`src/rtl/zc_pkg.sv`:
```
package zc_pkg;

  // Width of a field able to hold any count from 0 to k
  function automatic int chk_width(input int k);
    return $clog2(k + 1);
  endfunction

  // Rail value presented after reset and before any check
  localparam logic [1:0] RAIL_RESET = 2'b10;

endpackage

```
`src/rtl/zc_zero_count.sv`:
```
module zc_zero_count #(
  parameter int DATA_W = 8,
  parameter int CHK_W  = zc_pkg::chk_width(DATA_W)
) (
  input  logic [DATA_W-1:0] data_i,
  output logic [CHK_W-1:0]  zeros_o
);

  logic [CHK_W-1:0] acc;

  always_comb begin
    acc = '0;
    for (int i = 0; i < DATA_W; i++) begin
      acc = acc + CHK_W'(~data_i[i]);
    end
  end

  assign zeros_o = acc;

  always_comb begin
    AST_COUNT_RANGE: assert (int'(zeros_o) <= DATA_W);
  end

endmodule

```
`src/rtl/zc_encoder.sv`:
```
module zc_encoder #(
  parameter int DATA_W = 8,
  parameter int CHK_W  = zc_pkg::chk_width(DATA_W),
  localparam int WORD_W = DATA_W + CHK_W
) (
  input  logic              clk,
  input  logic              rst,
  input  logic              vld_i,
  input  logic [DATA_W-1:0] data_i,
  output logic              vld_o,
  output logic [WORD_W-1:0] word_o
);

  logic [CHK_W-1:0] zeros_w;

  zc_zero_count #(.DATA_W(DATA_W), .CHK_W(CHK_W)) u_cnt (
    .data_i  (data_i),
    .zeros_o (zeros_w)
  );

  always_ff @(posedge clk) begin
    if (rst) begin
      vld_o  <= 1'b0;
      word_o <= '0;
    end else begin
      vld_o <= vld_i;
      if (vld_i) word_o <= {data_i, zeros_w};
    end
  end

  AST_ENC_LATENCY: assert property (@(posedge clk) disable iff (rst)
    vld_i |=> vld_o);
  AST_ENC_HOLD: assert property (@(posedge clk) disable iff (rst)
    !vld_i |=> ($stable(word_o) && !vld_o));

endmodule

```
`src/rtl/zc_checker.sv`:
```
module zc_checker #(
  parameter int DATA_W = 8,
  parameter int CHK_W  = zc_pkg::chk_width(DATA_W)
) (
  input  logic              clk,
  input  logic              rst,
  input  logic              vld_i,
  input  logic [DATA_W-1:0] data_i,
  input  logic [CHK_W-1:0]  field_i,
  output logic              vld_o,
  output logic [1:0]        rail_o
);

  logic [CHK_W-1:0] zeros_w;
  logic             phase_q;
  logic             differ;

  zc_zero_count #(.DATA_W(DATA_W), .CHK_W(CHK_W)) u_cnt (
    .data_i  (data_i),
    .zeros_o (zeros_w)
  );

  assign differ = (zeros_w != field_i);

  always_ff @(posedge clk) begin
    if (rst) begin
      phase_q <= 1'b0;
      vld_o   <= 1'b0;
      rail_o  <= zc_pkg::RAIL_RESET;
    end else begin
      vld_o <= vld_i;
      if (vld_i) begin
        rail_o  <= differ ? {phase_q, phase_q} : {phase_q, ~phase_q};
        phase_q <= ~phase_q;
      end
    end
  end

  AST_CLEAN_RAILS: assert property (@(posedge clk) disable iff (rst)
    (vld_i && zeros_w == field_i) |=> (vld_o && (rail_o[1] ^ rail_o[0])));
  AST_BAD_RAILS: assert property (@(posedge clk) disable iff (rst)
    (vld_i && zeros_w != field_i) |=> (rail_o[1] == rail_o[0]));
  AST_RAIL_TOGGLE: assert property (@(posedge clk) disable iff (rst)
    vld_i |=> (rail_o[1] != $past(rail_o[1])));
  AST_RAIL_HOLD: assert property (@(posedge clk) disable iff (rst)
    !vld_i |=> ($stable(rail_o) && !vld_o));

endmodule

```
`src/rtl/zcount_codec.sv`:
```
module zcount_codec #(
  parameter int DATA_W = 8,
  localparam int CHK_W  = zc_pkg::chk_width(DATA_W),
  localparam int WORD_W = DATA_W + CHK_W
) (
  input  logic              clk,
  input  logic              rst,
  input  logic              enc_vld_i,
  input  logic [DATA_W-1:0] enc_data_i,
  output logic              enc_vld_o,
  output logic [WORD_W-1:0] enc_word_o,
  input  logic              chk_vld_i,
  input  logic [DATA_W-1:0] chk_data_i,
  input  logic [CHK_W-1:0]  chk_field_i,
  output logic              chk_vld_o,
  output logic [1:0]        chk_rail_o
);

  zc_encoder #(.DATA_W(DATA_W), .CHK_W(CHK_W)) u_enc (
    .clk    (clk),
    .rst    (rst),
    .vld_i  (enc_vld_i),
    .data_i (enc_data_i),
    .vld_o  (enc_vld_o),
    .word_o (enc_word_o)
  );

  zc_checker #(.DATA_W(DATA_W), .CHK_W(CHK_W)) u_chk (
    .clk     (clk),
    .rst     (rst),
    .vld_i   (chk_vld_i),
    .data_i  (chk_data_i),
    .field_i (chk_field_i),
    .vld_o   (chk_vld_o),
    .rail_o  (chk_rail_o)
  );

  AST_RESET_STATE: assert property (@(posedge clk)
    rst |=> (!enc_vld_o && !chk_vld_o && chk_rail_o == 2'b10 && enc_word_o == '0));

endmodule

```
`config.mk`:
```
export PLATFORM = sky130hd
export DESIGN_NAME = zcount_codec
export DESIGN_NICKNAME = d
export VERILOG_FILES = /design/src/rtl/zc_pkg.sv /design/src/rtl/zc_zero_count.sv /design/src/rtl/zc_encoder.sv /design/src/rtl/zc_checker.sv /design/src/rtl/zcount_codec.sv
export SDC_FILE = /design/constraint.sdc
export NUM_CORES = 1
export LEC_CHECK = 0
export ABC_CLOCK_PERIOD_IN_PS = 11100
export BUFFER_PORTS_ARGS = -buffer_cell sky130_fd_sc_hd__buf_2
export CORE_UTILIZATION = 50
export DETAILED_ROUTE_END_ITERATION = 8
export PLACE_DENSITY = 0.83
export RECOVER_POWER = 25
export SLEW_MARGIN = 20
export SYNTH_ARGS = -nofsm -noshare
export SYNTH_HDL_FRONTEND = slang
export SYNTH_SLANG_ARGS = --single-unit
```
`constraint.sdc`:
```
create_clock -name clk -period 11.1 [get_ports clk]
set_clock_uncertainty 0.05 [all_clocks]
set_input_delay 1.11 -clock clk [delete_from_list [all_inputs] [get_ports clk]]
set_output_delay 1.11 -clock clk [all_outputs]
set_load 0.01 [all_outputs]
```
After elaboration in Yosys (flattened, before gate mapping)
Cells that the tools add are included.

word-level totals
  register bits = 17
  input port bits = 24
  output and inout port bits = 16
  logic and storage cells = 38

cells by class
  add/subtract/negate cells = 14
  equal/unequal tests = 1
  muxes and demuxes = 1
  bitwise gates (word level) = 17

operator list
  operator               count
  inverter 1 -> 4 bit    16
  adder 4 bit            14
  inequality test 4 bit  1
  two-way mux 1 bit      1
  inverter 1 bit         1

Depth between registers and ports, before layout
Gate-level depths: netlist of the first run.

  word-level depth = 10
  gate-level depth with buffers = 12
  mapped depth without buffers = 12

By module
From an unflattened synthesis of the first run, not the netlist that was laid out.

unflattened totals
  cells, all modules = 103
  area total of the unflattened synthesis = 1019.7 um^2

by module, submodules not included
  module         instances  cells each  area an instance (um^2)  seq. area each (um^2)
  zc_encoder     1          41          467.9                    260.2
  zc_zero_count  2          21          178.9                    0.0
  zc_checker     1          20          193.9                    80.1

Least setup slack after synthesis of the first run
Ideal clock, no wire load.

  path kind = in2reg
  from = in chk_data_i[0]
  to = reg u_chk.rail_o[0]
  library setup time = 91 ps
  arrival time = 4146 ps
  required time = 10959 ps
  setup slack = 6813 ps
  cell stages on the path = 12
  buffers on the path = 0
  path through = fa_1 inv_1 fa_1 fa_1 ha_1 inv_1 fa_1 xnor2_1 nor3_1 a31oi_1 or3_1 a311oi_1

on the way
  word-level cells in the longest chain between the ends = 10

RTL lines
  what                       RTL line             text
  from (decl)                zcount_codec.sv:13   input logic [DATA_W-1:0] chk_data_i,
  inverter 1 -> 4 bit        zc_zero_count.sv:14  acc = acc + CHK_W'(~data_i[i]);
  adder 4 bit (7 in series)  zc_zero_count.sv:14
  inequality test 4 bit      zc_checker.sv:23     assign differ = (zeros_w != field_i);
  two-way mux 1 bit          zc_checker.sv:33     rail_o <= differ ? {phase_q, phase_q} : {phase_q, ~phase_q};
  to (signal assigned)       zc_checker.sv:29     rail_o <= zc_pkg::RAIL_RESET;
  to (signal assigned)       zc_checker.sv:33
  to (decl)                  zc_checker.sv:11     output logic [1:0] rail_o

No other way between the ends.
A chain may end at the register's enable or synchronous reset.

Final worst setup path of the first run
Same ends and word-level chain as after synthesis.

==> summary.txt, run 1 <==
Timing
  • Clock period minus final worst setup slack: around 4.2 ns
  • Hold WS: ~0.44 ns
  • Number of slew-limit violations in the final report: 0
  • Worst Max-Slew Pin Slew: just under 0.7 ns
  • Fin. Hold Viols: 0
  • Setup repair after global routing missed its margin: false
  • Setup Total Neg Slack: 0 ns
  • Count of final setup violators: 0
  • Maximum clock frequency: 236 MHz
  • Slew headroom: 0.540
  • Final cycle utilization of the critical path: 0.383

Synth
  • Average cell area after synthesis: 9.65 um^2
  • Yosys cell types: 24
  • Synthesized Nets: around 140
  • Top post-synthesis cells by area: sky130_fd_sc_hd__dfxtp_1 35%, sky130_fd_sc_hd__fa_1 16%, sky130_fd_sc_hd__mux2i_1 10%
  • Fraction of synthesis flops using an asynchronous set or reset pin: 0
  • Gate count after technology mapping: about 100
  • Seq cells post-synth: 17
  • List of most frequent post-synthesis cells: 21 x sky130_fd_sc_hd__inv_1, 17 x sky130_fd_sc_hd__dfxtp_1, 13 x sky130_fd_sc_hd__nor2_1
  • Warnings from Yosys: 0
  • Sequential element share of the synthesized area: 0.349
  • EDFF count, synth: 0
  • Prevailing post-synth register cell: sky130_fd_sc_hd__dfxtp_1
  • Most common cell in the netlist: sky130_fd_sc_hd__inv_1
  • Most area-hungry cell type in the Yosys netlist: sky130_fd_sc_hd__dfxtp_1
  • Post-synth top area share: 0.349
  • Post-Syn Area: between 900 and 1000 um^2

Global route
  • Remaining global-route overflow: 0
  • Total global routing track utilization: 0.191
  • Maximum number of pins on one net before global-route repair: 18
  • Met2 Usage GRT: 0.313
  • Global-route wire length before repair: between 2000 and 3000 um
  • M1 GR Usage: 0.242
  • Number of global-route vias before repair: slightly above 700
  • Initial antenna violation count: 0
  • Met3 Usage GRT: 0.0235
  • Most congested layer reported by global routing: met2

Clocking
  • TritonCTS clock tree: yes
  • Post-CTS setup buffer count: 0
  • Maximum count of clock buffers along a single path: 2
  • Source-to-sink clock delay at the later pin of the worst-skew pair: about 0.29 ns
  • Hold buffers post-CTS: 0
  • Root buffer cell: sky130_fd_sc_hd__clkbuf_4
  • Maximum level of the CTS H-tree: 1
  • Number of sinks handled by clock tree synthesis: 17
  • Clock buffers created by TritonCTS: 3
  • Number of gates resized after CTS: 0
  • Clock edge transition at the registers on the reported setup and hold paths: 0.10 ns

Setup path
  • Setup slack on the worst flop-to-flop path: roughly 10 ns
  • Endpoint of the lowest-slack register-to-register path: u_chk.rail_o[0]
  • Kind of end point of the critical path: register
  • Timing endpoint of the critical path: u_chk.rail_o[0]
  • Depth of the worst register-to-register path: 2
  • Arrival time reported for the critical path endpoint: ~4.4 ns
  • Startpoint class of the critical path: primary input
  • Type of the setup path with the least slack: primary input to register
  • Setup crit start: chk_data_i[0]
  • Largest fanout of any net on the critical path: 2
  • RR Startpoint: u_chk.phase_q
  • Required arrival time at the worst endpoint: roughly 11 ns

Finish
  • Post-route core utilization: 0.679
  • Multi-input combinational cell area: approximately 540 um^2
  • Share of cells above drive strength 1: 0.300
  • Layout-stage area growth over the synthesis result: 24.1%
  • Antenna cell count: 0
  • Total of fill cells in the finished design: 150
  • Net count reported at finish: 179
  • Register cell area after layout: approximately 340 um^2

Route
  • Total wirelength of the detailed-routed design: 1720 um
  • WL/cell: about 10 um
  • Total number of vias: approximately 770
  • Number of iterations in the first detailed-routing pass: 4
  • Via-to-Cell Ratio: approximately 4.7
  • 1st-iter DRT viols: 9
  • Count of nets left with antenna violations after detail routing: 0
  • Remaining routing DRC violations: 0

Floorplan
  • DIE AREA: 2130 um^2
  • Core ar.: between 1500 and 2000 um^2
  • Vertical extent of the die: between 40 and 50 um
  • Standard-cell row count: 15
  • Floorplan die width: 46.2 um
  • Number of ports placed on the die boundary: 40
  • Initial Utilization: 0.547

Placed design
  • Routability cong.: slightly above 0.7
  • Detail Placement HPWL: between 1000 and 1500 um
  • Input/output buffers: 39

Run status
  • Outcome: completed

Pwr
  • Worst voltage drop across the vdd grid: ~0.084 mV
  • Power density of the placed cells: ~130 nW/um^2
  • Leakage power: approximately 0.00066 uW
  • Post-layout total power: about 160 uW

Hold path
  • Worst min path class: register to register

Run
  • Total of max-cap violations: 0
==> metal layers <==
metal,vias to the layer above,share of wire
met5,-,0
met4,0,0.025
met3,5,0.033
met2,23,0.49
met1,357,0.45
li1,387,-
==> cells by family (layout without fill, tap and decap cells) <==
logic type | after synthesis | after routing | share of synthesized area
adders and majority gates | 14 | 14 | 0.241
AOI/OAI and AO/OA | 8 | 8 | 0.0591
muxes | 10 | 10 | 0.103
xor gates and xnor gates | 6 | 6 | 0.0539
and+or+nand+nor | 21 | 21 | 0.0963
buffers and inverters | 25 | 64 | 0.0976
DFF | 17 | 17 | 0.349
==> metrics by stage <==
| step | setup slack (ns) | cells | area [um^2] |
|---|---|---|---|
| after CTS | 6.86 | 165 | 1210 |
| after global placement | 6.67 | 161 | 1180 |
| final | 6.85 | 165 | 1210 |
| after detailed placement | 6.59 | 161 | 1180 |
| after floorplan | 6.81 | 101 | 975 |
| after global routing | 6.73 | 165 | 1210 |
==> worst min-delay path by stage <==
stage | from | endpoint | slack, ns | cells past startpoint
finish | u_enc.word_o[3] | u_enc.word_o[3] | 0.44 | 2
global route | u_enc.word_o[3] | u_enc.word_o[3] | 0.45 | 2
CTS | u_enc.word_o[3] | u_enc.word_o[3] | 0.43 | 2
detailed placement | u_enc.word_o[3] | u_enc.word_o[3] | 0.42 | 2
global placement | u_enc.word_o[3] | u_enc.word_o[3] | 0.41 | 2
floorplan | u_chk.phase_q | u_chk.rail_o[1] | 0.44 | 1
==> critical path, stage by stage <==
cell and delay (ns):
sky130_fd_sc_hd__buf_2 0.11, sky130_fd_sc_hd__fa_1 0.52, sky130_fd_sc_hd__inv_1 0.05, sky130_fd_sc_hd__fa_1 0.45, sky130_fd_sc_hd__fa_1 0.49, sky130_fd_sc_hd__ha_1 0.18
sky130_fd_sc_hd__inv_1 0.07, sky130_fd_sc_hd__fa_1 0.43, sky130_fd_sc_hd__xnor2_1 0.15, sky130_fd_sc_hd__nor3_1 0.14, sky130_fd_sc_hd__a31oi_1 0.08, sky130_fd_sc_hd__or3_1 0.36
sky130_fd_sc_hd__a311oi_1 0.25
==> power by group <==
group          internal, uW  switching, uW  total, uW
clock                  14.0           19.4       33.4
combinational          28.5           30.1       58.7
sequential             66.3           2.64       68.9
==> registers in the layout, indices dropped and copies added (netlist names) <==
name / count
u_chk.phase_q: 1
u_chk.vld_o: 1
u_enc.vld_o: 1
u_enc.word_o: 12
u_chk.rail_o: 2
==> placed cells by master (no fill, tap or decap) <==
cell type | synthesis | layout
sky130_fd_sc_hd__buf_2 | 1 | 38
sky130_fd_sc_hd__inv_1 | 21 | 21
sky130_fd_sc_hd__dfxtp_1 | 17 | 17
sky130_fd_sc_hd__nor2_1 | 13 | 13
sky130_fd_sc_hd__mux2i_1 | 10 | 10
sky130_fd_sc_hd__fa_1 | 8 | 8
sky130_fd_sc_hd__ha_1 | 6 | 6
sky130_fd_sc_hd__xnor2_1 | 4 | 4
sky130_fd_sc_hd__nor2b_1 | 3 | 3
sky130_fd_sc_hd__clkbuf_4 | 0 | 3
sky130_fd_sc_hd__xor2_1 | 2 | 2
sky130_fd_sc_hd__clkbuf_1 | 3 | 2
sky130_fd_sc_hd__a21oi_2 | 1 | 1
sky130_fd_sc_hd__nor3_1 | 1 | 1
sky130_fd_sc_hd__a31oi_1 | 1 | 1
sky130_fd_sc_hd__nand2_1 | 1 | 1
sky130_fd_sc_hd__o21ai_0 | 1 | 1
sky130_fd_sc_hd__or3_1 | 1 | 1
sky130_fd_sc_hd__a311oi_1 | 1 | 1
sky130_fd_sc_hd__nand2b_1 | 1 | 1
sky130_fd_sc_hd__a21o_1 | 1 | 1
sky130_fd_sc_hd__nand3_1 | 1 | 1
sky130_fd_sc_hd__a21oi_1 | 1 | 1
sky130_fd_sc_hd__a211o_1 | 1 | 1
sky130_fd_sc_hd__a211oi_1 | 1 | 1
==> layout make-up <==
cell class | instances | share of cell area
multi-input cells | 59 | 0.446
flip-flops and latches | 17 | 0.281
repair buffers | 39 | 0.160
inverters | 21 | 0.0651
well taps | 25 | 0.0259
clock buffers | 4 | 0.0217
Power figures use the tool's default switching activity.
==> run 2, diff against run 1 <==
--- a/config.mk
+++ b/config.mk
@@ -5,11 +5,11 @@
 export SDC_FILE = /design/constraint.sdc
 export NUM_CORES = 1
 export LEC_CHECK = 0
-export ABC_CLOCK_PERIOD_IN_PS = 11100
+export ABC_CLOCK_PERIOD_IN_PS = 3900
 export BUFFER_PORTS_ARGS = -buffer_cell sky130_fd_sc_hd__buf_2
-export CORE_UTILIZATION = 50
+export CORE_UTILIZATION = 42
 export DETAILED_ROUTE_END_ITERATION = 8
-export PLACE_DENSITY = 0.83
+export PLACE_DENSITY = 0.74
 export RECOVER_POWER = 25
 export SLEW_MARGIN = 20
 export SYNTH_ARGS = -nofsm -noshare
==> constraint.sdc (replaced) <==
create_clock -name clk -period 3.9 [get_ports clk]
set_clock_uncertainty 0.05 [all_clocks]
set_input_delay 0.39 -clock clk [delete_from_list [all_inputs] [get_ports clk]]
set_output_delay 0.39 -clock clk [all_outputs]
set_load 0.01 [all_outputs]
==> run 2 against run 1 <==
Against the previous run:
- sequential cell count unchanged
- critical path depth unchanged
- global-route usage decreased by 3.2 points
- routed wire length increased by 3.5%
==> summary.txt, run 2 (synthesis gave the netlist of run 1 again) <==
Finish
  • Share of cells above drive strength 1: 0.307
  • Total of fill cells in the finished design: around 210
  • Net count reported at finish: 179
  • Area of all placed cells without fillers: about 1200 um^2
  • Most used cells in the layout excluding fill and tap cells: 38 x sky130_fd_sc_hd__buf_2, 21 x sky130_fd_sc_hd__inv_1, 17 x sky130_fd_sc_hd__dfxtp_1
  • Antenna cell count: 0
  • Post-route core utilization: 0.555
  • Largest regs: u_enc.word_o: 12 flops, u_chk.rail_o: 2 flops
  • Commonest non-fill, non-tap cell in the layout: sky130_fd_sc_hd__buf_2
  • Most flop-heavy register: u_enc.word_o
  • Layout-stage area growth over the synthesis result: 24.6%
  • Flip-flop count of the largest register after layout: 12

Setup path
  • Cell at the slowest stage of the critical path: sky130_fd_sc_hd__fa_1
  • Setup slack on the worst flop-to-flop path: 2.78 ns
  • CP top delay family: adder cells
  • Required arrival time at the worst endpoint: between 4 and 5 ns
  • Startpoint class of the critical path: primary input
  • Kind of end point of the critical path: register
  • Number of buffer and inverter stages on the critical path: 3
  • Depth of the worst register-to-register path: 2
  • Largest fanout of any net on the critical path: 2
  • Type of the setup path with the least slack: primary input to register
  • Worst stage delay on the critical path: about 0.53 ns
  • Critical-path cell list: buf_2 > fa_1 > inv_1 > fa_1 > fa_1 > ha_1 > inv_1 > fa_1 > xnor2_1 > nor3_1 > a31oi_1 > or3_1 > a311oi_1
  • Endpoint of the lowest-slack register-to-register path: u_chk.rail_o[0]
  • Cell type with the highest occurrence count on the critical path: sky130_fd_sc_hd__fa_1
  • RR Startpoint: u_chk.phase_q
  • Arrival time reported for the critical path endpoint: ~3.7 ns

Timing
  • Setup repair after global routing missed its margin: false
  • Fin. Hold Viols: 0
  • Count of final setup violators: 0
  • Slew headroom: 0.534
  • Setup Total Neg Slack: 0 ns
  • Hold WS: between 0.2 and 0.3 ns
  • Maximum clock frequency: ~280 MHz
  • Final cycle utilization of the critical path: 0.919
  • Worst Max-Slew Pin Slew: approximately 0.7 ns
  • Number of slew-limit violations in the final report: 0
  • Clock period minus final worst setup slack: between 3 and 4 ns

Floorplan
  • Standard-cell row count: 17
  • DIE AREA: 2520 um^2
  • Floorplan die width: 50.2 um
  • Initial Utilization: 0.445
  • Number of ports placed on the die boundary: 40
  • Vertical extent of the die: 50.2 um
  • Core ar.: roughly 2200 um^2

Pwr
  • Worst voltage drop across the vdd grid: around 0.21 mV
  • Post-layout total power: about 460 uW
  • Power density of the placed cells: around 380 nW/um^2
  • Leakage power: ~0.00067 uW

Route
  • Number of iterations in the first detailed-routing pass: 4
  • Total wirelength of the detailed-routed design: roughly 1800 um
  • Via-to-Cell Ratio: 4.70
  • Count of nets left with antenna violations after detail routing: 0
  • Total number of vias: between 700 and 800
  • Remaining routing DRC violations: 0
  • 1st-iter DRT viols: 24
  • WL/cell: about 11 um

Run status
  • Outcome: completed

Global route
  • Global-route wire length before repair: around 3000 um
  • Maximum number of pins on one net before global-route repair: 18
  • Initial antenna violation count: 0
  • Total global routing track utilization: 0.159
  • Remaining global-route overflow: 0
  • Number of global-route vias before repair: slightly below 800

Hold path
  • Startpoint of the most critical hold path: enc_data_i[0]
  • Worst min path class: primary input to register
  • Hold Path Stages: 3
  • Hold-critical path endpoint: u_enc.word_o[4]

Clocking
  • Source-to-sink clock delay at the later pin of the worst-skew pair: ~0.29 ns
  • Clock edge transition at the registers on the reported setup and hold paths: ~0.10 ns
  • TritonCTS clock tree: yes
  • Hold buffers post-CTS: 0
  • Root buffer cell: sky130_fd_sc_hd__clkbuf_4
  • Number of gates resized after CTS: 0
  • Clock buffers created by TritonCTS: 3
  • Maximum level of the CTS H-tree: 1
  • Number of sinks handled by clock tree synthesis: 17
  • Maximum count of clock buffers along a single path: 2
  • Post-CTS setup buffer count: 0

Placed design
  • Total placed instance area: about 1200 um^2
  • Detail Placement HPWL: 1470 um
  • Routability cong.: 0.698
  • Input/output buffers: 39

Run
  • Total of max-cap violations: 0
-- run 2: changes by cell type in the layout (fill, tap and decap cells not counted), sizes merged --
cell and change:
clkbuf -1, clkinv +1
-- run 2: routing by layer --
layer / up-vias / routed length (um) / track usage
met5: - / 0 / 0
met2: 24 / 898 / 0.276
met3: 5 / 87 / 0.0303
li1: 389 / - / -
met1: 371 / 758 / 0.187
met4: 0 / 39 / 0.0714
-- run 2: through the flow --
step	worst slack, ns	instances
after floorplan	0.333	101
after global placement	0.180	164
after detailed placement	0.0330	164
after CTS	0.339	168
after global routing	0.187	168
final	0.316	168
-- run 2: power breakdown --
group / total [uW] / switching (uW) / internal (uW)
Sequential: 196 / 7.11 / 189
Combinational: 171 / 88.3 / 82.9
Clock: 94.8 / 56.6 / 38.2
Total: 462 / 152 / 310
-- run 2: final cells by class --
| class | count | area, um^2 | area share |
|---|---|---|---|
| multi-input combinational | 59 | 539 | 0.444 |
| sequential | 17 | 340 | 0.280 |
| timing repair buffer | 39 | 194 | 0.160 |
| inverter | 21 | 78.8 | 0.0649 |
| tap | 28 | 35.0 | 0.0288 |
| clock buffer | 3 | 22.5 | 0.0185 |
| clock inverter | 1 | 5.00 | 0.00412 |
-- run 2: tightest hold or removal path: stages --
cell	delay [ns]
sky130_fd_sc_hd__buf_2	0.09
sky130_fd_sc_hd__mux2i_1	0.06
sky130_fd_sc_hd__nor2_1	0.08
-- run 2: how the worst max path moves through the flow --
| stage | cells after the start | startpoint | endpoint | slack [ns] |
|---|---|---|---|---|
| 5_1_grt | 13 | chk_data_i[0] | u_chk.rail_o[0] | 0.19 |
| 2_1_floorplan | 12 | chk_data_i[0] | u_chk.rail_o[0] | 0.33 |
| 4_1_cts | 13 | chk_data_i[0] | u_chk.rail_o[0] | 0.34 |
| 6_report | 13 | chk_data_i[0] | u_chk.rail_o[0] | 0.32 |
| 3_3_place_gp | 13 | chk_data_i[0] | u_chk.rail_o[0] | 0.18 |
| 3_5_place_dp | 13 | chk_data_i[0] | u_chk.rail_o[0] | 0.03 |
